## src/rtl/magCmpPkg.sv

```systemverilog
package magCmpPkg;
  // Relation between two operands, as passed between stages
  typedef struct packed {
    logic lt;
    logic eq;
    logic gt;
  } relFlags_t;

  localparam relFlags_t REL_SEED = '{lt: 1'b0, eq: 1'b1, gt: 1'b0};
endpackage

```

## src/rtl/nibbleRelation.sv

```systemverilog
// Datapath: MSB-first scan of two slices, yields their relation
module nibbleRelation
  import magCmpPkg::*;
#(
  parameter int DIGIT_W = 4
) (
  input  logic [DIGIT_W-1:0] aNib,
  input  logic [DIGIT_W-1:0] bNib,
  output relFlags_t          rel
);
  always_comb begin
    logic seenLt;
    logic seenGt;
    seenLt = 1'b0;
    seenGt = 1'b0;
    for (int i = DIGIT_W - 1; i >= 0; i--) begin
      if (!seenLt && !seenGt) begin
        if (aNib[i] && !bNib[i]) seenGt = 1'b1;
        else if (!aNib[i] && bNib[i]) seenLt = 1'b1;
      end
    end
    rel.lt = seenLt;
    rel.gt = seenGt;
    rel.eq = !seenLt && !seenGt;
    // Scan must agree with arithmetic relation of the slices
    assert_scan_agrees_R4: assert (seenLt == (aNib < bNib) && seenGt == (aNib > bNib))
      else $error("nibble scan disagrees with arithmetic compare");
  end
endmodule

```

## src/rtl/cascadeMerge.sv

```systemverilog
// Control: picks own relation or forwards the lower stage's relation
module cascadeMerge
  import magCmpPkg::*;
(
  input  relFlags_t ownRel,
  input  relFlags_t cascIn,
  output relFlags_t cascOut
);
  always_comb begin
    relFlags_t merged;
    merged.gt = ownRel.gt | (ownRel.eq & cascIn.gt);
    merged.eq = ownRel.eq & cascIn.eq;
    merged.lt = ownRel.lt | (ownRel.eq & cascIn.lt);
    cascOut = merged;
    assert_unequal_blocks_cascade_R4: assert (ownRel.eq || merged == ownRel)
      else $error("cascade input leaked through unequal slices");
    assert_equal_forwards_R5: assert (!ownRel.eq || merged == cascIn)
      else $error("equal slices did not forward cascade input");
    assert_eq_needs_match_R2: assert (!merged.eq || ownRel.eq)
      else $error("equal output without matching slices");
    assert_onehot_kept_R9: assert ($countones(cascIn) != 1 || $countones(merged) == 1)
      else $error("one-hot cascade input gave non-one-hot output");
  end
endmodule

```

## src/rtl/cmpStage.sv

```systemverilog
module cmpStage
  import magCmpPkg::*;
#(
  parameter int DIGIT_W = 4
) (
  input  logic [DIGIT_W-1:0] aNib,
  input  logic [DIGIT_W-1:0] bNib,
  input  relFlags_t          cascIn,
  output relFlags_t          cascOut
);
  relFlags_t ownRel;

  nibbleRelation #(.DIGIT_W(DIGIT_W)) uRel (
    .aNib(aNib),
    .bNib(bNib),
    .rel (ownRel)
  );

  cascadeMerge uMerge (
    .ownRel (ownRel),
    .cascIn (cascIn),
    .cascOut(cascOut)
  );
endmodule

```

## src/rtl/magCompareChain.sv

```systemverilog
module magCompareChain
  import magCmpPkg::*;
#(
  parameter int DIGIT_W    = 4,
  parameter int NUM_STAGES = 3,
  localparam int OP_W      = DIGIT_W * NUM_STAGES
) (
  input  logic [OP_W-1:0] opA,
  input  logic [OP_W-1:0] opB,
  output logic            outLess,
  output logic            outEqual,
  output logic            outGreater
);
  relFlags_t chainRel [NUM_STAGES+1];

  assign chainRel[0] = REL_SEED;

  for (genvar s = 0; s < NUM_STAGES; s++) begin : gStage
    cmpStage #(.DIGIT_W(DIGIT_W)) uStage (
      .aNib   (opA[s*DIGIT_W +: DIGIT_W]),
      .bNib   (opB[s*DIGIT_W +: DIGIT_W]),
      .cascIn (chainRel[s]),
      .cascOut(chainRel[s+1])
    );
  end

  assign outLess    = chainRel[NUM_STAGES].lt;
  assign outEqual   = chainRel[NUM_STAGES].eq;
  assign outGreater = chainRel[NUM_STAGES].gt;
endmodule

```

## config.mk

```make
export PLATFORM = sky130hd
export DESIGN_NAME = magCompareChain
export DESIGN_NICKNAME = d
export VERILOG_FILES = /design/src/rtl/magCmpPkg.sv /design/src/rtl/nibbleRelation.sv /design/src/rtl/cascadeMerge.sv /design/src/rtl/cmpStage.sv /design/src/rtl/magCompareChain.sv
export SDC_FILE = /design/constraint.sdc
export NUM_CORES = 1
export LEC_CHECK = 0
export BUFFER_PORTS_ARGS = -buffer_cell sky130_fd_sc_hd__buf_4
export CORE_AREA = 2 2 39 41
export DETAILED_ROUTE_END_ITERATION = 16
export DIE_AREA = 0 0 41 43
export GPL_TIMING_DRIVEN = 0
export PLACE_DENSITY = 0.7
export RECOVER_POWER = 100
export SYNTH_ARGS = -nofsm -noshare
export SYNTH_HDL_FRONTEND = slang
export SYNTH_HIERARCHICAL = 1
export SYNTH_SLANG_ARGS = --single-unit
```

## constraint.sdc

```tcl
create_clock -name vclk -period 2.1
set_input_delay 0.105 -clock vclk [all_inputs]
set_output_delay 0.105 -clock vclk [all_outputs]
set_load 0.02 [all_outputs]
```

==> results of run 1 <==
==> synthesized netlist by cell type <==
library cell,n
o21bai_1,3
and2_2,3
nor4_2,3
inv_1,15
a31o_1,3
conb_1,2
ha_1,6
nand2b_1,6
maj3_2,6
xor2_1,3
nand2_1,6
a21o_1,6
o21bai_2,6
==> worst min path at each step <==
stage | to | cells after the start
after global placement | outLess | 5
after global routing | outEqual | 6
after CTS | outLess | 5
after detailed placement | outLess | 5
final | outEqual | 6
after floorplan | outEqual | 4
==> layout make-up <==
class / instances / share of cell area
Tap cell: 16 / 0.0274
Inverter: 15 / 0.0771
Timing Repair Buffer: 27 / 0.272
Multi-Input combinational cell: 54 / 0.623
==> worst max-delay path, delay by kind of cell <==
| kind | cells | cell delay [ns] |
|---|---|---|
| AOI/OAI and AO/OA | 3 | 0.54 |
| and+or+nand+nor | 1 | 0.45 |
| buffers and inverters | 3 | 0.35 |
| adders and majority gates | 1 | 0.29 |
==> power groups by stage <==
stage	clock network [mW]	registers (mW)	logic [mW]
6_report	0	0	0.148
5_1_grt	0	0	0.165
4_1_cts	0	0	0.154
3_5_place_dp	0	0	0.153
3_3_place_gp	0	0	0.149
2_1_floorplan	0	0	0.0917
==> logic make-up after synthesis <==
group,Yosys count
compound gates,18
simple gates,18
buf+inv,15
fa+ha+maj,12
xor+xnor,3
other cells,2
==> per-layer routing <==
metal	part of all wire	wire length (µm)	track usage	vias to the layer above
li1	-	-	-	277
met1	0.40	384	0.149	237
met2	0.51	492	0.225	20
met3	0.086	83	0.0105	0
met4	0	0	0.00667	0
met5	0	0	0	-
==> metrics by stage <==
step | total power, mW | setup WS, ns | std cells
2_1_floorplan | 0.0917 | 0.524 | 69
3_3_place_gp | 0.149 | 0.282 | 112
3_5_place_dp | 0.153 | 0.247 | 112
5_1_grt | 0.165 | 0.105 | 112
4_1_cts | 0.154 | 0.240 | 112
6_report | 0.148 | 0.265 | 112
==> impl_results.md, run 1 <==
* Worst Path Arrival at 1.73 ns
* Most common cell on crit path: a21o_1
* Final Core Density at 0.528
* Commonest non-fill, non-tap cells in the layout: buf_4, inv_1
* RePlAce Congestion at 0.649
* Sw Share at 0.440
* First-pass GRT wire length at 1650 µm
* Crit end category: primary output
* Largest net degree at the start of global routing at 4
* Buffers on Ports at 27
* FF+latch count at 0
* Largest family of logic cells by synthesized area: compound AO/OA/AOI/OAI gates
* Crit path required time at 2.00 ns
* Worst Setup EP: outLess
* Synth Area in Simple Gates at 0.234
* Avg Synthesized Cell Area at 7.56 µm²
* YS warnings at 6
* Layout area overhead at 42.1%
* Max-slew violations at 0
* Share of cells above drive strength 1 at 0.448
* Distinct cells, synth at 13
* IO Pins at 27
* Worst hold slack at 0.803 ns
* Total die area at 1760 µm²
* Max-Cap Viols at 0
* Register area at 0 µm²
* Initial Util at 0.372
* CP Launch Point: opA[7]
* Fin crit share at 0.874
* DIE HEIGHT at 43 µm
* Synth area leaders: ha_1, maj3_2, o21bai_2
* Max incr delay on CP at 0.45 ns
* Antenna Cells at 0
* Multiplexer share of the synthesized area at 0
* FP Rows at 14
* Total track usage at 0.122
* Vias at 534
* ANT nets after route at 0
* Yosys top cell area share at 0.146
* Critical Path Fanout Max at 3
* RSZ-0062 raised after global routing: no
* Critical path class: input port to primary output
* Dpl cell area at 741 µm²
* NumNets Final at 128
* Slowest-stage cell, CP: nor4_1
* Adder-Cell Fraction of Synth Area at 0.277
* Pre-Repair DR Iteration Count at 4
* Cell-by-cell trace of the critical path: buf_4 > inv_1 > ha_1 > a31o_1 > nor4_1 > a21o_1 > a21o_1 > clkbuf_1
* Sequential cell area fraction in the yosys report at 0
* WL/cell at 8.57 µm
* Setup TNS at 0 ns
* Total global routing overflow at 0
* HP Start: opB[8]
* Post-CTS Resized at 0
* Setup violators final at 0
* Hold crit path type: input port to primary output
* Switch Pwr at 0.0649 mW
* Initial drt markers at 4
* Outcome: complete, no violations
* Core footprint at 1380 µm²
* Internal power at 0.0826 mW
* Commonest non-fill, non-tap cell in the layout: buf_4
* PD cells at 202 nW/µm²
* Netlist Area Pre-Place at 514 µm²
* Combinational Power Share at 1.000
* Initial antenna violation count at 0
* Final Hold Fails at 0
* CP Launch Type: input port
* Synth Instances at 68
* Clock share of power at 0
* Via-to-Cell Ratio at 4.77
* Sequential power share at 0
* Fmax at 545 MHz
* DP Wirelength at 898 µm
* Footprint of the multi-input gates at 455 µm²
* Clock Buffer Count at 0
* Die span in x at 41 µm
* Leak pwr at 0.427 nW
* Post-CTS Hold Buffers at 0
* Synth Area in Compound Gates at 0.314
* Setup Fix Bufs, Post-CTS at 0
* Synth area leader: ha_1
* Final wirelength at 960 µm
* Filler cell count at 144
* Remaining DRCs at 0
* Post-route cell area at 731 µm²
* Xor-xnor portion of the synthesized cell area at 0.0511
* Max rail drop VDD at 0.0000960 V
* Vias in the first global route at 473
* Final worst path period need at 1.83 ns
No activity file was read; power rests on OpenSTA's default activity.
==> run 2, diff against run 1 <==
--- a/config.mk
+++ b/config.mk
@@ -10,7 +10,7 @@
 export DETAILED_ROUTE_END_ITERATION = 16
 export DIE_AREA = 0 0 41 43
 export GPL_TIMING_DRIVEN = 0
-export PLACE_DENSITY = 0.7
+export PLACE_DENSITY = 0.71
 export RECOVER_POWER = 100
 export SYNTH_ARGS = -nofsm -noshare
 export SYNTH_HDL_FRONTEND = slang
==> constraint.sdc (replaced) <==
create_clock -name vclk -period 1.7
set_input_delay 0.085 -clock vclk [all_inputs]
set_output_delay 0.085 -clock vclk [all_outputs]
set_load 0.02 [all_outputs]
==> impl_results.md, run 2 (synthesized netlist as in run 1, its figures left out) <==
* Outcome: complete, no violations
* Via-to-Cell Ratio at 4.66
* Total track usage at 0.118
* Share of cells above drive strength 1 at 0.515
* Total power at 0.206 mW
* Hold endpoint: outLess
* NumNets Final at 129
* Initial drt markers at 6
* IO Pins at 27
* Met2 WL at 515 µm
* Post-CTS Hold Buffers at 0
* Final wirelength at 1000 µm
* Total die area at 1760 µm²
* Initial antenna violation count at 0
* Dpl cells at 112
* Commonest non-fill, non-tap cell in the layout: buf_4
* Dpl cell area at 741 µm²
* Vias in the first global route at 472
* Remaining DRCs at 0
* Max-slew violations at 0
* Uppermost routed layer: met3
* Max rail drop VDD at 0.000150 V
* Antenna Cells at 0
* Fin cells at 113
* Slowest-stage cell, CP: nor4_4
* Critical path class: input port to primary output
* Vias at 527
* Worst Path Arrival at 1.53 ns
* Layout area overhead at 53.8%
* Leak pwr at 0.446 nW
* Max incr delay on CP at 0.32 ns
* Crit end category: primary output
* Cells on Worst Hold Path at 5
* Final Core Density at 0.571
* RSZ-0062 raised after global routing: no
* Final worst path period need at 1.62 ns
* Cell-by-cell trace of the critical path: buf_4 > inv_1 > ha_1 > a31o_1 > nor4_4 > and2_2 > and2_2 > buf_4
* DRT met1 WL at 413 µm
* Largest net degree at the start of global routing at 4
* RePlAce Congestion at 0.667
* Fmax at 618 MHz
* DR WL met3 at 74 µm
* WL/cell at 8.88 µm
* Die span in x at 41 µm
* HP Start: opB[10]
* Filler cell count at 137
* Commonest non-fill, non-tap cells in the layout: buf_4, inv_1, o21bai_2
* DP Wirelength at 877 µm
* Initial Util at 0.372
* Cell family contributing the most delay on the critical path: simple AND/OR/NAND/NOR gates
* FF+latch count at 0
* Setup violators final at 0
* Fin crit share at 0.952
* Clock Buffer Count at 0
* CP Launch Type: input port
* Crit path required time at 1.62 ns
* Register area at 0 µm²
* Total global routing overflow at 0
* First-pass GRT wire length at 1610 µm
* Core footprint at 1380 µm²
* PD cells at 261 nW/µm²
* Buffers on Ports at 27
* ANT nets after route at 0
* Final Hold Fails at 0
* DIE HEIGHT at 43 µm
* FP Rows at 14
* Hold crit path type: input port to primary output
* Post-route cell area at 791 µm²
* Pre-Repair DR Iteration Count at 3
* Max-Cap Viols at 0
* Critical Path Fanout Max at 3
* Buf/Inv on CP at 3
==> run 2: repair_timing <==
action / CTS / global route
resized for setup: 2 / 4
buffers inserted: 1 / 0
setup endpoints to repair: 1 / 3
pin swaps: 2 / 1
==> run 2: tightest hold or removal path, delay by kind of cell <==
kind	cells	cell delay, ns
compound gates	3	0.35
buf+inv	2	0.21
==> run 2: layout make-up <==
class,count,area [µm²],share of cell area
repair buffers,28,210,0.266
multi-input cells,54,504,0.638
well taps,16,20.0,0.0253
inverters,15,56.3,0.0712
==> run 2: per-layer routing <==
layer	vias to the layer above	global-route usage
met4	0	0
met2	18	0.213
met5	-	0
li1	280	-
met3	0	0
met1	229	0.158
==> run 2: per-stage QoR <==
step / setup slack [ns] / hold WS, ns / TNS [ns]
floorplan: 0.164 / 0.545 / 0
global placement: -0.0747 / 0.719 / -0.0747
detailed placement: -0.103 / 0.731 / -0.103
CTS: 0.0297 / 0.735 / 0
global route: 0.00186 / 0.760 / 0
finish: 0.0821 / 0.732 / 0
==> run 2: worst max-delay path by stage <==
stage / slack, ns / cells past startpoint / endpoint / startpoint
floorplan: 0.16 / 7 / outEqual / opA[3]
global placement: -0.07 / 9 / outEqual / opA[3]
detailed placement: -0.10 / 9 / outEqual / opA[3]
CTS: 0.03 / 8 / outEqual / opA[7]
global route: 0.002 / 8 / outEqual / opA[7]
finish: 0.08 / 8 / outEqual / opA[7]
==> run 2: power breakdown <==
part,internal (mW),switching (mW),leakage [nW]
combinational,0.115,0.0910,0.446
sequential,0,0,0
clock,0,0,0
==> run 3, diff against run 2 <==
==> constraint.sdc (replaced) <==
create_clock -name vclk -period 1.7
set_input_delay 0.34 -clock vclk [all_inputs]
set_output_delay 0.34 -clock vclk [all_outputs]
set_load 0.02 [all_outputs]
==> impl_results.md, run 3 (synthesized netlist as in run 1, its figures left out) <==
* Total power at 0.238 mW
* CP Launch Type: input port
* Final Hold Fails at 0
* Total track usage at 0.141
* WL/cell at 9.54 µm
* Initial drt markers at 3
* Filler cell count at 130
* Critical path class: input port to primary output
* Clock Buffer Count at 0
* Max-Cap Viols at 0
* Total die area at 1760 µm²
* Final Core Density at 0.628
* Switch Pwr at 0.103 mW
* ANT nets after route at 0
* Crit end category: primary output
* NumNets Final at 130
* Hold crit path type: input port to primary output
* Combinational Power Share at 1.000
* Smallest setup slack after layout at -0.304 ns
* Max incr delay on CP at 0.23 ns
* Final worst path period need at 2.00 ns
* Buffers on Ports at 27
* Internal power at 0.134 mW
* FF+latch count at 0
* Crit path required time at 1.36 ns
* Place WS at -0.460 ns
* Fin crit share at 1.18
* DRT met1 WL at 395 µm
* Remaining DRCs at 0
* Uppermost routed layer: met3
* Cell-by-cell trace of the critical path: buf_8 > inv_4 > ha_4 > a31o_4 > o21bai_4 > a21o_1 > a21o_1 > a21o_1 > buf_6
* Clock share of power at 0
* HP Start: opA[8]
* Total global routing overflow at 0
* Vias in the first global route at 555
* Sw Share at 0.435
* FP Rows at 14
* Pre-Repair DR Iteration Count at 4
* Layout area overhead at 69.1%
* Max rail drop VDD at 0.000164 V
* Final wirelength at 1090 µm
* Worst Path Arrival at 1.66 ns
* Dpl cells at 112
* Initial antenna violation count at 0
* Post-CTS Hold Buffers at 0
* Setup TNS at -0.838 ns
* Leak pwr at 0.465 nW
* Slowest-stage cell, CP: a31o_4
* Share of cells above drive strength 1 at 0.561
* Commonest non-fill, non-tap cells in the layout: buf_4, inv_1
* Most common cell on crit path: a21o_1
* Sequential power share at 0
* Violated checks: negative setup slack
* First-pass GRT wire length at 1880 µm
* Fin cells at 114
* CP Launch Point: opA[3]
* Fmax at 499 MHz
* Max-slew violations at 0
* Commonest non-fill, non-tap cell in the layout: buf_4
* Die span in x at 41 µm
* IO Pins at 27
* Vias at 538
* Hold endpoint: outEqual
* Register area at 0 µm²
* Critical Path Fanout Max at 3
* Core footprint at 1380 µm²
* Initial Util at 0.372
* RSZ-0062 raised after global routing: yes
* DIE HEIGHT at 43 µm
* Post-route cell area at 870 µm²
* DP Wirelength at 959 µm
* Setup violators final at 3
* RePlAce Congestion at 0.586
* Outcome: finished with violations
* Antenna Cells at 0
* Met2 WL at 637 µm
* Largest net degree at the start of global routing at 4
* Cells on Worst Hold Path at 6
* Worst hold slack at 1.25 ns
* Via-to-Cell Ratio at 4.72
* DR WL met3 at 55 µm
* PD cells at 273 nW/µm²
* Dpl cell area at 792 µm²
run 3: final cells by class:
class,instances,area (µm²),area share
Multi-Input combinational cell,54,551,0.633
Timing Repair Buffer,29,240,0.276
Tap cell,16,20.0,0.0230
Inverter,15,58.8,0.0676
run 3: routing by layer:
metal | up-vias | track usage
met1 | 240 | 0.152
li1 | 284 | -
met5 | - | 0
met2 | 14 | 0.288
met4 | 0 | 0
met3 | 0 | 0.00524
run 3: worst max path at each step:
stage | end | slack [ns]
6_report | outLess | -0.30
2_1_floorplan | outLess | -0.09
3_5_place_dp | outEqual | -0.46
4_1_cts | outEqual | -0.40
3_3_place_gp | outEqual | -0.44
5_1_grt | outLess | -0.36
run 3: power groups by stage:
| stage | combinational, mW | clock, mW | sequential (mW) |
|---|---|---|---|
| global route | 0.261 | 0 | 0 |
| global placement | 0.202 | 0 | 0 |
| detailed placement | 0.207 | 0 | 0 |
| finish | 0.238 | 0 | 0 |
| floorplan | 0.127 | 0 | 0 |
| CTS | 0.229 | 0 | 0 |
run 3: worst max-delay path: cells and delay by family:
family / cells / cell delay [ns]
AOI/OAI and AO/OA: 5 / 0.86
adders and majority gates: 1 / 0.19
buffers and inverters: 3 / 0.27
run 3: what timing repair did:
| action | CTS | global route |
|---|---|---|
| setup buffers | 2 | 0 |
| pin swaps | 6 | 7 |
| setup endpoints to repair | 3 | 3 |
| gates resized for setup | 8 | 4 |
